[src/rtl/pgchain_xlat.sv]
module pgchain_xlat #(
  parameter int AW = 40
) (
  input  logic          clk,
  input  logic          rst_n,
  input  logic          cfg_we,
  input  logic [2:0]    cfg_waddr,
  input  logic [63:0]   cfg_wdata,
  input  logic [2:0]    cfg_raddr,
  output logic [63:0]   cfg_rdata,
  input  logic          req_valid,
  output logic          req_ready,
  input  logic [AW-1:0] req_addr,
  output logic          rsp_valid,
  output logic [AW-1:0] rsp_addr,
  output logic          rsp_err,
  output logic          mem_req_valid,
  input  logic          mem_req_ready,
  output logic [AW-1:0] mem_req_addr,
  input  logic          mem_rsp_valid,
  input  logic [63:0]   mem_rsp_data
);
  localparam int RGW = AW - 20;
  localparam int TW  = AW - 12;
  localparam logic [2:0] A_CTRL = 3'd0, A_MODE = 3'd1, A_TBASE = 3'd2,
                         A_IBASE = 3'd3, A_STAT = 3'd4, A_ID = 3'd5;
  localparam logic [8:0] E_PREV = 9'd510, E_NEXT = 9'd511;
  localparam logic [5:0] ID_W = 6'(AW);

  typedef enum logic [1:0] {S_IDLE, S_ISSUE, S_WAIT, S_DRAIN} st_t;
  st_t st;

  logic en, xl;
  logic [TW-1:0]  tbase, cur_tbl;
  logic [RGW-1:0] ibase, cur_rg, tgt_rg;
  logic [7:0]     idx;
  logic [11:0]    pg_off;

  wire [AW-1:0] ib_full = {ibase, 20'b0};
  wire [AW-1:0] off     = req_addr - ib_full;
  wire          below   = req_addr < ib_full;
  wire          hit     = tgt_rg == cur_rg;
  wire          fwd     = tgt_rg > cur_rg;
  wire [8:0]    eidx    = hit ? {1'b0, idx} : (fwd ? E_NEXT : E_PREV);
  wire          ent_ok  = mem_rsp_data[0];
  wire [TW-1:0] ent_pg  = mem_rsp_data[AW-1:12];
  wire          ready_bit = st == S_IDLE;
  wire          unused_bits = ^{cfg_wdata, mem_rsp_data};

  assign mem_req_addr  = {cur_tbl, eidx, 3'b000};
  assign mem_req_valid = st == S_ISSUE;
  assign req_ready     = en && st == S_IDLE;
  wire   accept        = req_valid && req_ready;

  always_comb begin
    case (cfg_raddr)
      A_CTRL:  cfg_rdata = 64'(en);
      A_MODE:  cfg_rdata = 64'(xl);
      A_TBASE: cfg_rdata = 64'({tbase, 12'b0});
      A_IBASE: cfg_rdata = 64'(ib_full);
      A_STAT:  cfg_rdata = 64'(ready_bit);
      A_ID:    cfg_rdata = 64'(ID_W);
      default: cfg_rdata = 64'(unused_bits & 1'b0);
    endcase
  end

  always_ff @(posedge clk) begin
    if (!rst_n) begin
      en <= 1'b0; xl <= 1'b0; tbase <= '0; ibase <= '0;
    end else if (cfg_we) begin
      case (cfg_waddr)
        A_CTRL:  en <= cfg_wdata[0];
        A_MODE:  if (!en) xl <= cfg_wdata[0];
        A_TBASE: if (!en) tbase <= cfg_wdata[AW-1:12];
        A_IBASE: if (!en) ibase <= cfg_wdata[AW-1:20];
        default: ;
      endcase
    end
  end

  always_ff @(posedge clk) begin
    if (!rst_n) begin
      st <= S_IDLE; rsp_valid <= 1'b0; rsp_err <= 1'b0; rsp_addr <= '0;
      cur_tbl <= '0; cur_rg <= '0; tgt_rg <= '0; idx <= '0; pg_off <= '0;
    end else begin
      rsp_valid <= 1'b0;
      if (!en) begin
        cur_tbl <= tbase;
        cur_rg  <= '0;
        case (st)
          S_ISSUE: st <= mem_req_ready ? S_DRAIN : S_IDLE;
          S_WAIT:  st <= mem_rsp_valid ? S_IDLE : S_DRAIN;
          S_DRAIN: if (mem_rsp_valid) st <= S_IDLE;
          default: ;
        endcase
      end else begin
        case (st)
          S_IDLE: if (accept) begin
            if (!xl || below) begin
              rsp_valid <= 1'b1;
              rsp_addr  <= req_addr;
              rsp_err   <= xl;
            end else begin
              tgt_rg <= off[AW-1:20];
              idx    <= off[19:12];
              pg_off <= req_addr[11:0];
              st     <= S_ISSUE;
            end
          end
          S_ISSUE: if (mem_req_ready) st <= S_WAIT;
          S_WAIT: if (mem_rsp_valid) begin
            if (hit || !ent_ok) begin
              rsp_valid <= 1'b1;
              rsp_addr  <= {ent_pg, pg_off};
              rsp_err   <= !ent_ok;
              st        <= S_IDLE;
            end else begin
              cur_tbl <= ent_pg;
              cur_rg  <= fwd ? cur_rg + RGW'(1) : cur_rg - RGW'(1);
              st      <= S_ISSUE;
            end
          end
          S_DRAIN: if (mem_rsp_valid) st <= S_IDLE;
          default: ;
        endcase
      end
    end
  end
endmodule

[config.mk]
export PLATFORM = sky130hd
export DESIGN_NAME = pgchain_xlat
export DESIGN_NICKNAME = d
export VERILOG_FILES = /design/src/rtl/pgchain_xlat.sv
export SDC_FILE = /design/constraint.sdc
export NUM_CORES = 1
export LEC_CHECK = 0
export CORE_UTILIZATION = 65
export CTS_BUF_LIST = sky130_fd_sc_hd__clkbuf_8
export CTS_CLUSTER_SIZE = 40
export DETAILED_ROUTE_END_ITERATION = 10
export DONT_BUFFER_PORTS = 1
export PLACE_DENSITY = 0.81
export SYNTH_ARGS = -nofsm -noshare
export SYNTH_HDL_FRONTEND = slang
export SYNTH_SLANG_ARGS = --single-unit
[constraint.sdc]
create_clock -name clk -period 12.35 [get_ports clk]
set_input_delay 1.235 -clock clk [delete_from_list [all_inputs] [get_ports clk]]
set_output_delay 1.235 -clock clk [all_outputs]
set_load 0.02 [all_outputs]
==> metrics.txt <==
die width approximately 130 um; final setup fails 0; CTS-repair resized insts 0; post-route minimum period 5120 ps; Critical R2R Capture cur_rg[19]; Pleak 4.78 nW; Power Dens Cells 101 nW/um^2; area grow syn2layout 2.26%; critical path fanouts, max 19; Avg Cell Area, Syn slightly below 9 sq um; Starting Density 66.7%; VDD IR max approximately 0.12 mV; Clk pin slew, worst setup/hold paths 110 ps; largest net degree at the start of global routing 166; Critical R2R Launch cur_rg[17]; CP Capture Point cur_rg[19]; nets@finish 1417; Via density 6.13; Post-Route WL 27200 um; Fmax 195 MHz; GPL Wtd Cong just under 0.9; status finished, final reports clean; Slew Limit Fails 0; final setup TNS 0 ps; critical path startpoint cur_rg[17]; Setup CP Type flip-flop to flip-flop; DR iter-0 viols ~580; Clock Skews approximately 22 ps; Post-CTS Setup Repair Bufs 0; total of max-cap violations 0; clk buf depth 2; Synth cell types 75; Mapped Cells 1224; global-route wire length before repair around 42000 um; Synth area leader dfxtp_1; clk root buf clkbuf_8; Vias 8627; top-count cell post-synth nand2_1; crit share post-route 41.4%; RSZ-0062 raised after global routing false; Worst Tran Pin Value about 1200 ps; most area-consuming cells after synthesis dfxtp_1 34%, mux2i_1 7.2%, nand2_1 7.2%; DIE HEIGHT 130 um; Syn Std Cell Area 10600 sq um; Post-route DRC 0; Reg2Reg Setup Slack about 7200 ps; hold_buf cts 0; synth warn 0; post-route insts no fill 1407; CTS tree done; Async SR Flop Fraction 0%; initial antenna violation count 1; Die ar. 16900 sq um; number of placed cells counting well taps 1374; GR Util All Layers 32.2%; synthesized flop and latch total 182; total power ~1.1 mW; slew margin rel. between 10% and 20%; Ports 328; Worst setup SP type flip-flop; Detailed Routing Iterations Pass 1 7; ys flop type dfxtp_1; worst-skew pair later-pin latency 490 ps; Yosys top cell area share about a third; CTS buffer count 17; Worst EP required about 13000 ps; CTS sink count ~180; Max H-tree Level 4; final core occ 68.2%; total grt overflow 0; crit path DAT 5460 ps; # port buffers 0; critical path endpoint category flip-flop; Hold Path Class flip-flop to flip-flop; Core Box Area 15900 sq um; ANT nets after route 0; routed wire length per instance 19.3 um; final hold vios 0; Site Rows 46; EDFF count, synth 0; vias in the first global route 8191; cells on worst reg2reg path 16; synth cell count leaders 204 x nand2_1, 182 x dfxtp_1, 77 x mux2i_1; share of layout cells above drive strength 1 6.55%; hpwl dp 18600 um; sequential fraction of the synthesis area 34.3%
[power breakdown]
group	internal [mW]	switching [mW]
Clock	0.158	0.247
Combinational	0.0341	0.0527
Sequential	0.594	0.0114
[worst max-delay path: stages (launching register included)]
cell and delay, ps:
dfxtp_1 370, inv_1 60, ha_1 310, nand4_1 150, nor4b_2 440, a21bo_2 300, o211ai_1 270, nand2_1 650
ha_1 540, a211oi_1 340, nor4_2 100, nor3_2 390, a2111oi_4 160, o311ai_1 450, a2bb2oi_1 250, and3_1 170
nor3_1 40
[state kept, by name (all words and copies together) (netlist names)]
signal	count
rsp_err	1
st	2
idx	8
xl	1
tbase	28
rsp_addr	40
ibase	20
cur_rg	20
tgt_rg	20
en	1
cur_tbl	28
pg_off	12
rsp_valid	1
[kinds of logic after synthesis]
logic type,synth area share [%]
flops,34.3
mux,7.35
xor+xnor,1.89
buf+inv,8.11
fa+ha+maj,7.20
simple gates,17.8
compound gates,23.4
other cells,0.0353
[worst min-delay path by stage]
stage,startpoint,end,cells after the start
after floorplan,cur_rg[5],cur_rg[5],2
after global placement,cur_rg[5],cur_rg[5],2
after detailed placement,cur_rg[4],cur_rg[4],2
after CTS,cur_rg[7],cur_rg[7],2
after global routing,tgt_rg[19],tgt_rg[19],2
final,cur_rg[4],cur_rg[4],2
[per-layer routing]
layer  GRT usage [%]  part of all wire, %  vias up
li1                -                    -     4149
met1            39.8                   41     4088
met3            8.65                  7.9       51
met2            53.9                   49      339
met4            11.8                  2.7        0
met5               0                    0        -
[cell type report]
| type | instances | area, sq um |
|---|---|---|
| timing repair buffer | 10 | 75.1 |
| inverter | 49 | 184 |
| sequential | 182 | 3640 |
| clock inverter | 14 | 160 |
| tap | 216 | 270 |
| clock buffer | 18 | 248 |
| antenna | 1 | 2.50 |
| fill | 1292 | 5070 |
| multi-input combinational | 917 | 6290 |
[cells in the final DEF (no fill, tap or decap), types with 14 or more instances in the layout]
master / synthesis / layout
a21boi_0: 49 / 49
a21o_1: 14 / 14
a21oi_1: 38 / 38
a22o_1: 20 / 20
and2_1: 14 / 14
clkbuf_8: 0 / 18
conb_1: 1 / 36
dfxtp_1: 182 / 181
ha_1: 58 / 58
inv_1: 49 / 50
mux2i_1: 77 / 77
nand2_1: 204 / 203
nand3_1: 41 / 41
nor2_1: 32 / 32
nor2b_1: 44 / 43
o211a_1: 70 / 70
o21ai_0: 15 / 15
o21ai_1: 43 / 43
xnor2_1: 15 / 15
[metrics by stage]
step           setup slack (ps)  hold slack, ps  cell area [sq um]
2_1_floorplan              8200             449              10800
3_3_place_gp               7340             463              10500
3_5_place_dp               7320             469              10500
4_1_cts                    7270             483              10900
5_1_grt                    6900             502              10900
6_report                   7230             481              10900
Power figures use the tool's default switching activity.
